<file path="config.mk">
export PLATFORM = sky130hd
export DESIGN_NAME = xpc_path
export DESIGN_NICKNAME = d
export VERILOG_FILES = /design/src/rtl/xpc_pkg.sv /design/src/rtl/xpc_char_detect.sv /design/src/rtl/xpc_col_cmp.sv /design/src/rtl/xpc_path.sv
export SDC_FILE = /design/constraint.sdc
export NUM_CORES = 1
export LEC_CHECK = 0
export ABC_CLOCK_PERIOD_IN_PS = 5400
export BUFFER_PORTS_ARGS = -buffer_cell sky130_fd_sc_hd__buf_4
export CAP_MARGIN = 20
export CORE_ASPECT_RATIO = 2
export CORE_UTILIZATION = 30
export DETAILED_ROUTE_END_ITERATION = 8
export PLACE_DENSITY = 0.57
export SLEW_MARGIN = 20
export SYNTH_ARGS = -nofsm -noshare
export SYNTH_HDL_FRONTEND = slang
export SYNTH_SLANG_ARGS = --single-unit
export TNS_END_PERCENT = 1
</file>
<file path="constraint.sdc">
create_clock -name clk -period 5.4 [get_ports clk]
set_input_delay 0.81 -clock clk [delete_from_list [all_inputs] [get_ports clk]]
set_output_delay 0.81 -clock clk [all_outputs]
set_load 0.01 [all_outputs]
</file>
<file path="src/rtl/xpc_pkg.sv">
package xpc_pkg;

    localparam int BYTE_W = 8;

    localparam logic [BYTE_W-1:0] CH_START = 8'hFB;
    localparam logic [BYTE_W-1:0] CH_TERM  = 8'hFD;

    typedef enum logic [1:0] {
        PM_FIXED_DATA = 2'b00,
        PM_INCR       = 2'b01,
        PM_FIXED_CTRL = 2'b10,
        PM_RSVD       = 2'b11
    } pkt_mode_e;

    typedef enum logic {
        PS_IDLE    = 1'b0,
        PS_PAYLOAD = 1'b1
    } path_state_e;

endpackage

</file>
<file path="src/rtl/xpc_char_detect.sv">
module xpc_char_detect
    import xpc_pkg::*;
#(
    parameter int LANES = 4
) (
    input  logic [LANES*BYTE_W-1:0] col_data,
    input  logic [LANES-1:0]        col_ctrl,
    output logic                    is_start,
    output logic                    has_term
);

    logic [LANES-1:0] term_lane;

    // One terminate detector per lane; any lane closes the packet.
    for (genvar g = 0; g < LANES; g++) begin : g_term
        assign term_lane[g] = col_ctrl[g] && (col_data[g*BYTE_W +: BYTE_W] == CH_TERM);
    end

    // Start is only recognised on lane 0.
    assign is_start = col_ctrl[0] && (col_data[BYTE_W-1:0] == CH_START);
    assign has_term = |term_lane;

endmodule

</file>
<file path="src/rtl/xpc_col_cmp.sv">
module xpc_col_cmp
    import xpc_pkg::*;
#(
    parameter int LANES = 4
) (
    input  logic [LANES*BYTE_W-1:0] col_data,
    input  logic [LANES-1:0]        col_ctrl,
    input  pkt_mode_e               mode,
    input  logic [LANES*BYTE_W-1:0] exp_data,
    input  logic [LANES-1:0]        exp_ctrl,
    input  logic                    seed_valid,
    input  logic [BYTE_W-1:0]       seed_byte,
    output logic                    mismatch,
    output logic [BYTE_W-1:0]       next_byte
);

    logic                  incr;
    logic [BYTE_W-1:0]     base;
    logic [LANES-1:0]      lane_bad;

    assign incr = (mode == PM_INCR);
    // First payload column of an incrementing packet seeds from lane 0.
    assign base = seed_valid ? seed_byte : col_data[BYTE_W-1:0];

    for (genvar g = 0; g < LANES; g++) begin : g_lane
        logic [BYTE_W-1:0] want_data;
        logic              want_ctrl;
        assign want_data   = incr ? base + BYTE_W'(g) : exp_data[g*BYTE_W +: BYTE_W];
        assign want_ctrl   = incr ? 1'b0 : exp_ctrl[g];
        assign lane_bad[g] = (col_data[g*BYTE_W +: BYTE_W] != want_data) ||
                             (col_ctrl[g] != want_ctrl);
    end

    assign mismatch  = (mode != PM_RSVD) && (|lane_bad);
    assign next_byte = base + BYTE_W'(LANES);

endmodule

</file>
<file path="src/rtl/xpc_path.sv">
module xpc_path
    import xpc_pkg::*;
#(
    parameter int LANES = 4,
    parameter int CNT_W = 16
) (
    input  logic                    clk,
    input  logic                    rst_n,
    input  logic                    en,
    input  logic [LANES*BYTE_W-1:0] col_data,
    input  logic [LANES-1:0]        col_ctrl,
    input  pkt_mode_e               mode,
    input  logic [LANES*BYTE_W-1:0] exp_data,
    input  logic [LANES-1:0]        exp_ctrl,
    output logic                    pkt_done,
    output logic                    col_bad,
    output logic [CNT_W-1:0]        err_count
);

    localparam logic [CNT_W-1:0] CNT_MAX = '1;

    typedef struct packed {
        path_state_e       st;
        logic              seeded;
        logic [BYTE_W-1:0] next_byte;
        logic [CNT_W-1:0]  err_cnt;
    } path_t;

    path_t s_d, s_q;

    logic              is_start, has_term;
    logic              cmp_bad;
    logic [BYTE_W-1:0] cmp_next;

    xpc_char_detect #(.LANES(LANES)) u_detect (
        .col_data (col_data),
        .col_ctrl (col_ctrl),
        .is_start (is_start),
        .has_term (has_term)
    );

    xpc_col_cmp #(.LANES(LANES)) u_cmp (
        .col_data   (col_data),
        .col_ctrl   (col_ctrl),
        .mode       (mode),
        .exp_data   (exp_data),
        .exp_ctrl   (exp_ctrl),
        .seed_valid (s_q.seeded),
        .seed_byte  (s_q.next_byte),
        .mismatch   (cmp_bad),
        .next_byte  (cmp_next)
    );

    always_comb begin
        s_d      = s_q;
        pkt_done = 1'b0;
        col_bad  = 1'b0;
        if (!en) begin
            // Disabled: abandon any open packet, keep the counter.
            s_d.st = PS_IDLE;
        end else begin
            case (s_q.st)
                PS_IDLE: begin
                    if (is_start) begin
                        s_d.st     = PS_PAYLOAD;
                        s_d.seeded = 1'b0;
                    end
                end
                PS_PAYLOAD: begin
                    if (has_term) begin
                        s_d.st   = PS_IDLE;
                        pkt_done = 1'b1;
                    end else begin
                        col_bad = cmp_bad;
                        if (mode == PM_INCR) begin
                            s_d.seeded    = 1'b1;
                            s_d.next_byte = cmp_next;
                        end
                        if (cmp_bad && (s_q.err_cnt != CNT_MAX)) begin
                            s_d.err_cnt = s_q.err_cnt + 1'b1;
                        end
                    end
                end
                default: s_d.st = PS_IDLE;
            endcase
        end
    end

    always_ff @(posedge clk or negedge rst_n) begin
        if (!rst_n) begin
            s_q <= '{st: PS_IDLE, seeded: 1'b0, next_byte: '0, err_cnt: '0};
        end else begin
            s_q <= s_d;
        end
    end

    assign err_count = s_q.err_cnt;

endmodule

</file>
======== Word-level counts from Yosys, hierarchy flattened ========
Index checks and enable logic that the tools add are counted.
operators by class
  add/subtract/negate cells ............... 5
  equal/unequal tests ..................... 19
  multiplexer cells ....................... 22
  bitwise operators ....................... 2
  reduce and logical (&&, ||, !) cells .... 16
operators with widths
  cell                                                                   number
  8-bit equality test, second input constant                             5
  8-bit two-way mux                                                      5
  8-bit != test                                                          4
  25-bit two-way mux                                                     1
  16-bit by 1-bit adder with 16-bit output, second input constant        1
  8-bit by 2-bit adder with 8-bit output, second input constant          2
  16-bit two-way mux                                                     1
  16-bit != test, second input constant                                  1
  1-bit two-way mux                                                      12
  4-bit AND reduction                                                    3
  9-bit two-way mux                                                      1
  8-bit by 1-bit adder with 8-bit output, second input constant          1
  8-bit by 3-bit adder with 8-bit output, second input constant          1
  4-bit OR reduction                                                     2
  1-bit logical AND                                                      7
  2-bit != test, second input constant                                   3
  1-bit logical OR                                                       4
  1-bit != test                                                          4
  2-bit case mux with 2 select lines                                     1
  2-bit by 1-bit equality test with 1-bit output, second input constant  1
  2-bit two-way mux                                                      1
  2-bit by 1-bit != test with 1-bit output, second input constant        1
  1-bit inverter                                                         2
word-level totals
  register bits after elaboration ......... 26
  bits of input ports ..................... 77
  output and inout bits ................... 18
  logic and storage cells ................. 68

======== Logic depth before layout (Yosys ltp) ========
  depth after elaboration ................. 12
  mapped depth ............................ 16
  depth with buffers taken out ............ 12

======== Modules after synthesis ========
A second synthesis with hierarchy kept.
unflattened totals
  cell total of the unflattened synthesis .. 373
  area total of the unflattened synthesis .. 3156.8 µm²
by module, submodules not included
  module           instances  cells each  area an instance (µm²)  sequential area each (µm²)
  xpc_col_cmp      1          240         1722.9                  0.0
  xpc_path         1          115         1336.3                  650.6
  xpc_char_detect  1          18          97.6                    0.0

======== Worst setup path before layout ========
OpenSTA, ideal clock, no wires.
  kind .................................... input -> output
  start point ............................. in col_data[2]
  end point ............................... out col_bad
  arrival ................................. 3647 ps
  required time ........................... 4590 ps
  slack ................................... 943 ps
  cell stages on the path ................. 13
  buffers on the path ..................... 3
  cell sequence ........................... mux2i_1 > inv_1 > ha_1 > buf_2 > and2_1 > o211ai_1 > o2111a_1 > o2111ai_1 > or4_1 > or4_1 > buf_2 > buf_6 > and2_1
on the way
  cells in the longest elaborated chain, start to end .. 10
  elaborated cells between the ends (all ways) .. 24
  classes of those cells .................. add/sub (3); eq/ne (5); mux (8); reduce/logical (8)
ends and longest elaborated chain
  item                                                                                                     RTL line           text
  start, declared                                                                                          xpc_path.sv:10     input logic [LANES*BYTE_W-1:0] col_data,
  8-bit two-way mux                                                                                        xpc_col_cmp.sv:23  assign base = seed_valid ? seed_byte : col_data[BYTE_W-1:0];
  8-bit by 1-bit adder with 8-bit output / 8-bit by 2-bit adder with 8-bit output (equally long branches)  xpc_col_cmp.sv:28  assign want_data = incr ? base + BYTE_W'(g) : exp_data[g*BYTE_W +: BYTE_W];
  8-bit two-way mux                                                                                        xpc_col_cmp.sv:28
  8-bit != test                                                                                            xpc_col_cmp.sv:30  assign lane_bad[g] = (col_data[g*BYTE_W +: BYTE_W] != want_data) ||
  1-bit logical OR                                                                                         xpc_col_cmp.sv:30
  4-bit OR reduction                                                                                       xpc_col_cmp.sv:34  assign mismatch = (mode != PM_RSVD) && (|lane_bad);
  1-bit logical AND                                                                                        xpc_col_cmp.sv:34
  1-bit two-way mux (*)                                                                                    xpc_path.sv:70     if (has_term) begin
  1-bit two-way mux (*)                                                                                    xpc_path.sv:62     case (s_q.st)
  1-bit two-way mux (*)                                                                                    xpc_path.sv:58     if (!en) begin
  end, declared                                                                                            xpc_path.sv:16     output logic col_bad,
Every way passes the cells marked *; elsewhere a longest branch is shown, timed or not.

======== Worst setup path after layout ========
  start point ............................. reg s_q[24] (netlist name)
  end point ............................... out col_bad
on the way
  cells in the longest elaborated chain, start to end .. 10
  elaborated cells between the ends (all ways) .. 21
  classes of those cells .................. add/sub (3); eq/ne (4); mux (8); reduce/logical (6)
ends and longest elaborated chain
  item                                                                                                     RTL line           text
  start, declared                                                                                          xpc_path.sv:29     path_t s_d, s_q;
  start signal, assigned                                                                                   xpc_path.sv:91     s_q <= '{st: PS_IDLE, seeded: 1'b0, next_byte: '0, err_cnt: '0};
  8-bit two-way mux (*)                                                                                    xpc_col_cmp.sv:23
  8-bit by 1-bit adder with 8-bit output / 8-bit by 2-bit adder with 8-bit output (equally long branches)  xpc_col_cmp.sv:28
  8-bit two-way mux                                                                                        xpc_col_cmp.sv:28
  8-bit != test                                                                                            xpc_col_cmp.sv:30
  1-bit logical OR                                                                                         xpc_col_cmp.sv:30
  4-bit OR reduction (*)                                                                                   xpc_col_cmp.sv:34
  1-bit logical AND (*)                                                                                    xpc_col_cmp.sv:34
  1-bit two-way mux (*)                                                                                    xpc_path.sv:70
  1-bit two-way mux (*)                                                                                    xpc_path.sv:62
  1-bit two-way mux (*)                                                                                    xpc_path.sv:58
Marked as above.

==> impl_metrics.json <==
{
  "status": "finished clean",
  "worst_pin_slew_ns": 0.869,
  "utilization_pct": 38.5,
  "path_clk_slew_ns": 0.07,
  "power.total_uw": 603,
  "hpwlAfterDp_um": 9020,
  "routed_wl_um": 10700,
  "htreeDepth": 1,
  "fin_nets": 541,
  "yosys_warnings": 0,
  "crit_family": "simple AND/OR/NAND/NOR gates",
  "core-area_um2": 10100,
  "port_buffers": 94,
  "cts-hold-fix-buffers": 0,
  "fin_crit_ns": 4.98,
  "grt_max_degree": 27,
  "worst_clock_skew_ns": 0.00489,
  "ant_nets": 0,
  "cts.sinks": 26,
  "synth_nets": 470,
  "gr-total-overflow": 0,
  "io_pins": 95,
  "yosys_most_used_dff": "dfrtp_1",
  "rrSetupSlack_ns": 1.00,
  "finalCritPeriodShare_pct": 92.3,
  "antenna_found_initial": 0,
  "drc": 0,
  "die_w_um": 73.7,
  "fp-row-count": 52,
  "finalMaxSlewViolations": 0,
  "clock_path_buffers": 2,
  "numCtsBuffers": 3,
  "async_reset_ff_share_pct": 100,
  "route.detailed.wl_per_inst_um": 18.1,
  "irDropWorstVdd_mv": 0.118,
  "crit_chain": "mux2i_1 > inv_1 > ha_1 > inv_1 > o22ai_1 > a41oi_1 > o2111a_1 > o2111ai_1 > or4_1 > or4_1 > and2_1 > buf_4",
  "vias": 3112,
  "synth_area_um2": 3080,
  "synth_cell_types": 65,
  "pre_cts_ws_ns": 0.542,
  "dieHeight_um": 145,
  "syn_inst": 387,
  "grt_usage_pct": 20.9,
  "cts_tree": "built",
  "critPathRequiredTime_ns": 4.59,
  "max_freq_ghz": 0.201,
  "p_leak_uw": 0.00172,
  "initial_utilization_pct": 30.6,
  "power.density_nw_per_um2": 155,
  "path_buf_inv": 3,
  "drive_above_1_share_pct": 26.3,
  "diodes": 0,
  "insertion_delay_ns": 0.26,
  "gp_congestion": 0.937,
  "postCtsResizedCells": 0,
  "rsz0062_at_grt": "no",
  "dieArea_um2": 10700,
  "nFillCells": 1082,
  "grt_pass1_wl_um": 16600,
  "ys_seq_elements": 26,
  "post_cts_buffers": 0,
  "ys_seq_area_share_pct": 21.1,
  "worstReg2RegStart": "s_q[24]$_DFFE_PN0P_",
  "rr_worst_depth": 13,
  "critPathSlowestCell": "dfrtp_1",
  "tns_ns": 0,
  "avgSynthCellArea_um2": 7.97,
  "hp-class": "input pin to async pin",
  "fin_ws_ns": 0.415,
  "vias_per_cell": 5.26,
  "maxSlewHeadroom_pct": 40.6,
  "final-setup-viol-count": 0,
  "slowest_delay_ns": 0.66,
  "critical_path.max_fanout": 13,
  "final_hold_viol_count": 0,
  "area_growth_syn_to_layout_pct": 25.9,
  "cts_root_buffer": "clkbuf_16",
  "drtPass1Iterations": 4,
  "endpoint_kind": "output pin",
  "dr.first_iter.drc_count": 114,
  "synth_edf_count": 0,
  "crit_type": "flop to output pin",
  "first_global_vias": 3142,
  "drv_cap": 0,
  "r2r_end": "err_count[1]$_DFFE_PN0P_",
  "worstPathArrival_ns": 4.17,
  "start_kind": "flop"
}
## metal layers
metal,track usage [%],vias to the layer above,part of all wire (%)
li1,-,1512,-
met1,20.6,1469,34
met2,40.3,101,58
met3,1.59,30,3.1
met4,11.8,0,5.7
met5,0,-,0
## worst max path at each step
stage                              startpoint      end  cells past startpoint
after floorplan                   col_data[2]  col_bad                     13
after global placement            col_data[2]  col_bad                     13
after detailed placement          col_data[2]  col_bad                     13
after CTS                 s_q[24]$_DFFE_PN0P_  col_bad                     12
after global routing      s_q[24]$_DFFE_PN0P_  col_bad                     12
final                     s_q[24]$_DFFE_PN0P_  col_bad                     12
## flip-flops by register name (all words and copies together), names as in the netlist
register and count:
s_q 10, err_count 16
## final cells by class
class	count	area, um^2	share of cell area (%)
Tap cell	135	169	4.35
Inverter	17	66.3	1.71
Sequential cell	26	651	16.8
Multi-Input combinational cell	310	2140	55.1
Clock buffer	3	75.1	1.93
Timing Repair Buffer	100	751	19.3
Clock inverter	1	30.0	0.774
## report_power, final
part | leakage, uW | switching (uW) | total [uW] | internal (uW)
combinational | 0.00131 | 100 | 188 | 87.6
sequential | 0.000358 | 2.08 | 198 | 196
clock | 0.0000511 | 69.8 | 217 | 148
total | 0.00172 | 172 | 603 | 431
## metrics by stage
stage	hold slack, ns	cells	cell area (um^2)
after CTS	0.453	592	3880
after global placement	0.476	588	3770
after global routing	0.460	592	3880
after floorplan	0.460	387	3080
final	0.442	592	3880
after detailed placement	0.488	588	3770
## placed cells by master (no fill, tap or decap), drive strengths merged, types with 3 or more instances in the layout
master,netlist,routed
nor3,7,7
and3,11,11
buf,27,100
clkbuf,7,3
nand3,15,15
a31oi,4,4
or4,3,3
and2,3,3
nand4,13,13
mux2,3,3
dfrtp,26,26
nand2,51,51
o21ai,17,17
ha,6,6
o211ai,3,3
mux2i,10,10
inv,17,17
xor2,28,28
nor4,6,6
nor2,18,18
nand3b,3,3
nand2b,7,7
nor3b,3,3
o22ai,5,5
a211oi,5,5
nand4b,4,4
xnor2,35,35
a21oi,15,15
## cells in the mapped netlist, types with 5 or more instances
library cell   n  area share [%]
nor2_1        18             2.2
o21ai_0       16             2.6
clkbuf_1       5            0.61
o22ai_1        5             1.0
nor3_1         7             1.1
nand3_1       13             2.1
nand2_1       51             6.2
a211oi_1       5             1.2
and3_1        11             2.2
nand4_1       12             2.4
a21oi_1       15             2.4
ha_1           6             2.4
nand2b_1       7             1.4
xnor2_1       35             9.9
nor4_1         6             1.2
xor2_1        28             8.0
dfrtp_1       26              21
inv_1         14             1.7
buf_2          7             1.1
buf_4         16             3.9
## logic make-up after synthesis
group | after synthesis | synth area share [%]
mux | 13 | 6.33
fa+ha+maj | 6 | 2.44
flops | 26 | 21.1
buf+inv | 51 | 9.62
compound gates | 76 | 16.5
xor+xnor | 63 | 17.9
simple gates | 152 | 26.1
Power figures use the tool's default switching activity.
